`config.mk`:
```
export PLATFORM = sky130hd
export DESIGN_NAME = fpu_exc_arbiter
export DESIGN_NICKNAME = d
export VERILOG_FILES = /design/src/rtl/fpu_exc_pkg.sv /design/src/rtl/fpu_exc_nan_det.sv /design/src/rtl/fpu_exc_status_upd.sv /design/src/rtl/fpu_exc_prio.sv /design/src/rtl/fpu_exc_arbiter.sv
export SDC_FILE = /design/constraint.sdc
export NUM_CORES = 1
export LEC_CHECK = 0
export BUFFER_PORTS_ARGS = -buffer_cell sky130_fd_sc_hd__buf_2
export CAP_MARGIN = 30
export CORE_MARGIN = 2
export CORE_UTILIZATION = 31
export CTS_CLUSTER_DIAMETER = 150
export DETAILED_ROUTE_END_ITERATION = 10
export PLACE_DENSITY = 0.78
export SLEW_MARGIN = 20
export SYNTH_ARGS = -nofsm -noshare
export SYNTH_HDL_FRONTEND = slang
export SYNTH_SLANG_ARGS = --single-unit
```
`constraint.sdc`:
```
create_clock -name clk -period 1.6 [get_ports clk]
set_clock_uncertainty 0.15 [all_clocks]
set_input_delay 0.16 -clock clk [delete_from_list [all_inputs] [get_ports clk]]
set_output_delay 0.16 -clock clk [all_outputs]
set_load 0.05 [all_outputs]
```
`src/rtl/fpu_exc_pkg.sv`:
```
package fpu_exc_pkg;

  typedef enum logic [2:0] {
    FMT_LONG   = 3'd0,
    FMT_SINGLE = 3'd1,
    FMT_EXT    = 3'd2,
    FMT_PACKS  = 3'd3,
    FMT_WORD   = 3'd4,
    FMT_DOUBLE = 3'd5,
    FMT_BYTE   = 3'd6,
    FMT_PACKD  = 3'd7
  } dst_fmt_e;

  typedef enum logic [1:0] {
    CLS_INT  = 2'd0,
    CLS_FLT  = 2'd1,
    CLS_NONE = 2'd2
  } fmt_class_e;

  // Field order mirrors trap priority: first member is highest priority.
  typedef struct packed {
    logic bsun;
    logic snan;
    logic operr;
    logic ovfl;
    logic unfl;
    logic dz;
    logic inex2;
    logic inex1;
  } exc_byte_t;

  typedef struct packed {
    logic iop;
    logic ovfl;
    logic unfl;
    logic dz;
    logic inex;
  } acc_bits_t;

  localparam int EXC_LSB = 8;
  localparam int ACC_LSB = 3;

  function automatic fmt_class_e classify(input logic [2:0] code);
    case (code)
      FMT_BYTE, FMT_WORD, FMT_LONG:    classify = CLS_INT;
      FMT_SINGLE, FMT_DOUBLE, FMT_EXT: classify = CLS_FLT;
      default:                         classify = CLS_NONE;
    endcase
  endfunction

endpackage

```
`src/rtl/fpu_exc_nan_det.sv`:
```
module fpu_exc_nan_det #(
  parameter int EXP_W = 15,
  parameter int MAN_W = 64
) (
  input  logic [EXP_W-1:0] exp_field,
  input  logic [MAN_W-1:0] man_field,
  output logic             is_nan
);
  logic exp_max;
  logic man_nz;

  assign exp_max = &exp_field;
  assign man_nz  = |man_field;
  assign is_nan  = exp_max & man_nz;
endmodule

```
`src/rtl/fpu_exc_status_upd.sv`:
```
module fpu_exc_status_upd
  import fpu_exc_pkg::*;
(
  input  logic [2:0] fmt,
  input  logic       nan_src,
  input  logic       f_invalid,
  input  logic       f_overflow,
  input  logic       f_underflow,
  input  logic       f_inexact,
  input  acc_bits_t  acc_old,
  output exc_byte_t  exc_new,
  output acc_bits_t  acc_new
);
  fmt_class_e cls;

  assign cls = classify(fmt);

  // Exception byte: start from all-clear, then set per class.
  always_comb begin
    exc_new = '0;
    case (cls)
      CLS_INT: begin
        exc_new.snan  = nan_src;
        exc_new.operr = f_invalid;
        exc_new.inex2 = f_inexact;
      end
      CLS_FLT: begin
        exc_new.snan  = nan_src;
        exc_new.ovfl  = f_overflow;
        exc_new.unfl  = f_underflow;
        exc_new.inex2 = f_inexact;
      end
      default: exc_new = '0;
    endcase
  end

  // Sticky accrual with the irregular underflow and inexact terms.
  always_comb begin
    acc_new.iop  = acc_old.iop  | exc_new.bsun | exc_new.snan | exc_new.operr;
    acc_new.ovfl = acc_old.ovfl | exc_new.ovfl;
    acc_new.unfl = acc_old.unfl | (exc_new.unfl & exc_new.inex2);
    acc_new.dz   = acc_old.dz   | exc_new.dz;
    acc_new.inex = acc_old.inex | exc_new.inex1 | exc_new.inex2 | exc_new.ovfl;
  end
endmodule

```
`src/rtl/fpu_exc_prio.sv`:
```
module fpu_exc_prio #(
  parameter int N     = 8,
  parameter int VEC_W = 8,
  parameter logic [N-1:0][VEC_W-1:0] TABLE = '0
) (
  input  logic [N-1:0]     pending,
  input  logic [N-1:0]     enable,
  output logic             hit,
  output logic [VEC_W-1:0] vec
);
  localparam int IDX_W = (N > 1) ? $clog2(N) : 1;

  logic [N-1:0]     armed;
  logic [IDX_W-1:0] sel;

  assign armed = pending & enable;
  assign hit   = |armed;

  // Highest bit wins; bit N-1 maps to table index 0.
  always_comb begin
    sel = '0;
    for (int b = 0; b < N; b++) begin
      if (armed[b]) sel = IDX_W'(N - 1 - b);
    end
  end

  assign vec = TABLE[sel];
endmodule

```
`src/rtl/fpu_exc_arbiter.sv`:
```
module fpu_exc_arbiter
  import fpu_exc_pkg::*;
#(
  parameter int EXP_W = 15,
  parameter int MAN_W = 64,
  parameter int VEC_W = 8,
  parameter logic [7:0][VEC_W-1:0] VEC_TABLE = {
    VEC_W'(49), VEC_W'(49), VEC_W'(50), VEC_W'(51),
    VEC_W'(53), VEC_W'(52), VEC_W'(54), VEC_W'(48)
  }
) (
  input  logic             clk,
  input  logic             rst_n,
  input  logic             upd_valid,
  output logic             upd_ready,
  input  logic [2:0]       upd_fmt,
  input  logic [EXP_W-1:0] src_exp,
  input  logic [MAN_W-1:0] src_mant,
  input  logic             raw_invalid,
  input  logic             raw_overflow,
  input  logic             raw_underflow,
  input  logic             raw_inexact,
  input  logic [31:0]      stat_in,
  input  logic [7:0]       trap_enable,
  output logic             res_valid,
  output logic [31:0]      res_status,
  output logic             trap_req,
  output logic [VEC_W-1:0] trap_vec,
  output logic             suppress_commit
);
  localparam int EXC_N = $bits(exc_byte_t);
  localparam int ACC_N = $bits(acc_bits_t);

  logic             nan_src;
  exc_byte_t        exc_new;
  acc_bits_t        acc_old;
  acc_bits_t        acc_new;
  logic             hit;
  logic [VEC_W-1:0] vec;
  logic [31:0]      stat_next;

  assign upd_ready = 1'b1;
  assign acc_old   = stat_in[ACC_LSB +: ACC_N];

  fpu_exc_nan_det #(.EXP_W(EXP_W), .MAN_W(MAN_W)) u_nan (
    .exp_field (src_exp),
    .man_field (src_mant),
    .is_nan    (nan_src)
  );

  fpu_exc_status_upd u_upd (
    .fmt         (upd_fmt),
    .nan_src     (nan_src),
    .f_invalid   (raw_invalid),
    .f_overflow  (raw_overflow),
    .f_underflow (raw_underflow),
    .f_inexact   (raw_inexact),
    .acc_old     (acc_old),
    .exc_new     (exc_new),
    .acc_new     (acc_new)
  );

  fpu_exc_prio #(.N(EXC_N), .VEC_W(VEC_W), .TABLE(VEC_TABLE)) u_prio (
    .pending (exc_new),
    .enable  (trap_enable),
    .hit     (hit),
    .vec     (vec)
  );

  always_comb begin
    stat_next = stat_in;
    stat_next[EXC_LSB +: EXC_N] = exc_new;
    stat_next[ACC_LSB +: ACC_N] = acc_new;
  end

  always_ff @(posedge clk) begin
    if (!rst_n) begin
      res_valid       <= 1'b0;
      res_status      <= '0;
      trap_req        <= 1'b0;
      trap_vec        <= '0;
      suppress_commit <= 1'b0;
    end else begin
      res_valid       <= upd_valid;
      trap_req        <= upd_valid & hit;
      suppress_commit <= upd_valid & hit;
      if (upd_valid) res_status <= stat_next;
      if (upd_valid & hit) trap_vec <= vec;
    end
  end

  // Assertions
  a_r11_trap_only_with_result: assert property (@(posedge clk) disable iff (!rst_n)
    trap_req |-> res_valid);

  a_r11_suppress_only_with_result: assert property (@(posedge clk) disable iff (!rst_n)
    suppress_commit |-> res_valid);

  a_r10_trap_is_enabled: assert property (@(posedge clk) disable iff (!rst_n)
    (res_valid && trap_req) |-> ((res_status[15:8] & $past(trap_enable)) != 8'h00));

  a_r10_no_trap_when_masked: assert property (@(posedge clk) disable iff (!rst_n)
    (res_valid && !trap_req) |-> ((res_status[15:8] & $past(trap_enable)) == 8'h00));

  a_r9_upper_bits_kept: assert property (@(posedge clk) disable iff (!rst_n)
    res_valid |-> (res_status[31:16] == $past(stat_in[31:16]) &&
                   res_status[2:0]  == $past(stat_in[2:0])));

  a_r7_accrued_sticky: assert property (@(posedge clk) disable iff (!rst_n)
    res_valid |-> ((res_status[7:3] & $past(stat_in[7:3])) == $past(stat_in[7:3])));

  a_r2_fixed_zero_bits: assert property (@(posedge clk) disable iff (!rst_n)
    res_valid |-> (!res_status[15] && !res_status[10] && !res_status[8]));

  a_r12_one_result_per_update: assert property (@(posedge clk) disable iff (!rst_n)
    res_valid |-> $past(upd_valid));
endmodule

```
==> metrics <==
final setup fails=0; Starting DRT DRC Count=60; Root Buffer=clkbuf_8; ANT cells=0; layout net count=about 480; pwr/cell area=791 mW/mm²; synthesized area=0.00165 mm²; fin crit period=1.51 ns; H-tree depth=2; DR pass1 iterations=4; P&R area growth vs syn=68.4%; Req. time, crit path=1.64 ns; post-route clock period utilization=between 90 and 100%; critical path depth=6; synthesized flop and latch total=35; syn_area_per_cell=between 9 and 10 µm²; total CTS buffers=5; Tot GR Track Use=a little under a fifth; vias per inst=around 4.6; Reg clk slew, reported paths=0.08 ns; crit path DAT=~1.6 ns; Die Span Y=77.0 µm; Hold Crit Depth=3; number of enable flip-flop cells after synthesis=0; Post-Synthesis Cells=178; Placed Cells=around 400; top post-synthesis cells by area=dfxtp_1 42%, mux2i_1 13%, nor2b_1 9.1%; Leakage=about 1.4 nW; Vias=~1,900; Slowest-stage cell, CP=or3b_4; delay-heaviest family, CP=simple AND/OR/NAND/NOR gates; max-cap viol count=0; initial antenna violation count=0; Initial Utilization=32.1%; top_reg_cell synth=dfxtp_1; layout cells sized above 1=50.0%; Final ANT Viol Nets=0; top cell type by total area after synthesis=dfxtp_1; WS Path Type=in2reg; setup TNS=0 ns; Fin. Hold Viols=0; DRC=0; crit-path cells=buf_2 > and4_1 > nand2_1 > or4_4 > or3b_4 > o211a_1; Max FO, Critical Path=5; Yosys top cell area share=roughly 42%; vias in the first global route=~1,900; TritonCTS clock tree=built; peak supply drop=between 0.4 and 0.5 mV; Core Box Area=between 0.005 and 0.006 mm²; CP peak stage delay=0.44 ns; FMAX=0.660 GHz; YS warnings=0; Chip Width=77.0 µm; library cells used by synthesis=31; Final Slew Violations=0; worst r2r path cells=2; unrepaired setup endpoints after global routing=false; CP startpoint kind=primary input; hpwl dp=~4400 µm; # fillers=489; count leader, synth=dfxtp_1; Buffers on Ports=roughly 150; Worst setup EP type=flop; WL/cell=about 13 µm; clk sink count=35; CTS Buffer Depth=2; synth cell count leaders=35 x dfxtp_1, 24 x nor2b_1, 21 x mux2i_1; HP Class=in2reg; Placer Congestion=approximately 0.79; row count=26; sequential area share after synthesis=around 42%; Skew-Pair Late Insertion Delay=a little under 0.3 ns; Post-CTS Setup Bufs=0; Post-synth ARST share=0%; status=complete, no violations; first-pass GRT wire length=a little over 9000 µm; Post-Layout Cell Count=426; Die ar.=0.00593 mm²; Worst Path Buf+Inv=1; wirelength, routed=5610 µm; total congestion overflow=0; pin count of the biggest net entering global routing=19; io pins=roughly 170
[cell type report]
type | count | area [µm²] | share of cell area [%]
Timing Repair Buffer | 182 | 1040 | 37.2
Multi-Input combinational cell | 126 | 853 | 30.7
Sequential cell | 35 | 701 | 25.2
Tap cell | 70 | 87.6 | 3.15
Clock buffer | 6 | 72.6 | 2.61
Inverter | 5 | 18.8 | 0.675
Clock inverter | 2 | 12.5 | 0.450
[power breakdown]
| part | switching, mW | internal, mW |
|---|---|---|
| Sequential | 0.0268 | 0.921 |
| Clock | 0.313 | 0.304 |
| Combinational | 0.383 | 0.251 |
[cells in the final DEF, fill, tap and decap left out, types with 2 or more instances in the layout]
master,Yosys,routed
a21boi_0,3,3
a21oi_1,4,4
a31oi_1,8,8
buf_2,0,154
buf_4,9,10
clkbuf_8,0,5
conb_1,2,7
dfxtp_1,35,35
dlygate4sd3_1,0,17
inv_1,5,5
mux2i_1,21,21
nand2_1,6,6
nand3_1,4,4
nand4_1,7,7
nor2_1,2,2
nor2b_1,24,24
nor4_1,17,17
o211a_1,2,2
o211ai_1,2,2
o21ai_0,7,7
[stage by stage]
stage	util [%]	instance area, µm²	power (mW)	hold slack (ns)	setup WS, ns
6_report	54.1	2780	2.20	0.00637	0.0855
5_1_grt	54.1	2780	2.32	0.0154	0.0344
4_1_cts	54.1	2780	2.23	0.000643	0.0834
3_5_place_dp	49.1	2530	1.57	0.276	-0.232
3_3_place_gp	49.1	2530	1.55	0.262	-0.193
2_1_floorplan	-	1670	1.34	0.143	-0.0830
[what timing repair did]
item / CTS / global route
gates resized for setup: 0 / 0
endpoints found under the hold margin: 17 / 0
hold buffers: 17 / 0
[tightest hold or removal path: cells and delay by family]
kind                   cells  cell delay, ns
multiplexers               1            0.07
buffers and inverters      1            0.08
AND/OR/NAND/NOR            1            0.10
[worst paths after layout]
kind	endpoint	start	slack [ns]
worst max-delay path	trap_vec[0]	src_exp[6]	0.09
worst min-delay path	res_status[28]	stat_in[28]	0.006
worst max register to register	trap_vec[0]	trap_vec[0]	0.60
worst min register to register	res_status[9]	res_status[9]	0.33
[registers in the layout, summed over array words and instances, names as in the netlist]
| name | cells |
|---|---|
| res_status | 29 |
| suppress_commit | 1 |
| trap_vec | 4 |
| res_valid | 1 |
[logic make-up (layout without fill, tap and decap cells)]
family / count (synthesis) / in the layout / synth area share, %
AOI/OAI and AO/OA: 30 / 30 / 12.0
buffers and inverters: 22 / 195 / 7.05
DFF: 35 / 35 / 42.4
muxes: 22 / 22 / 13.4
other: 2 / 7 / 0.455
and+or+nand+nor: 67 / 67 / 24.6
[metal layers]
| metal | vias to the layer above | part of all wire [%] | wire (µm) | GRT usage, % |
|---|---|---|---|---|
| met5 | - | 0 | 0 | 0 |
| met4 | 0 | 0.98 | 55 | 5.89 |
| met3 | 6 | 6.6 | 369 | 6.00 |
| met2 | 90 | 48 | 2680 | 31.4 |
| met1 | 863 | 45 | 2500 | 24.1 |
| li1 | 988 | - | - | - |
(Power assumes the default switching activity.)
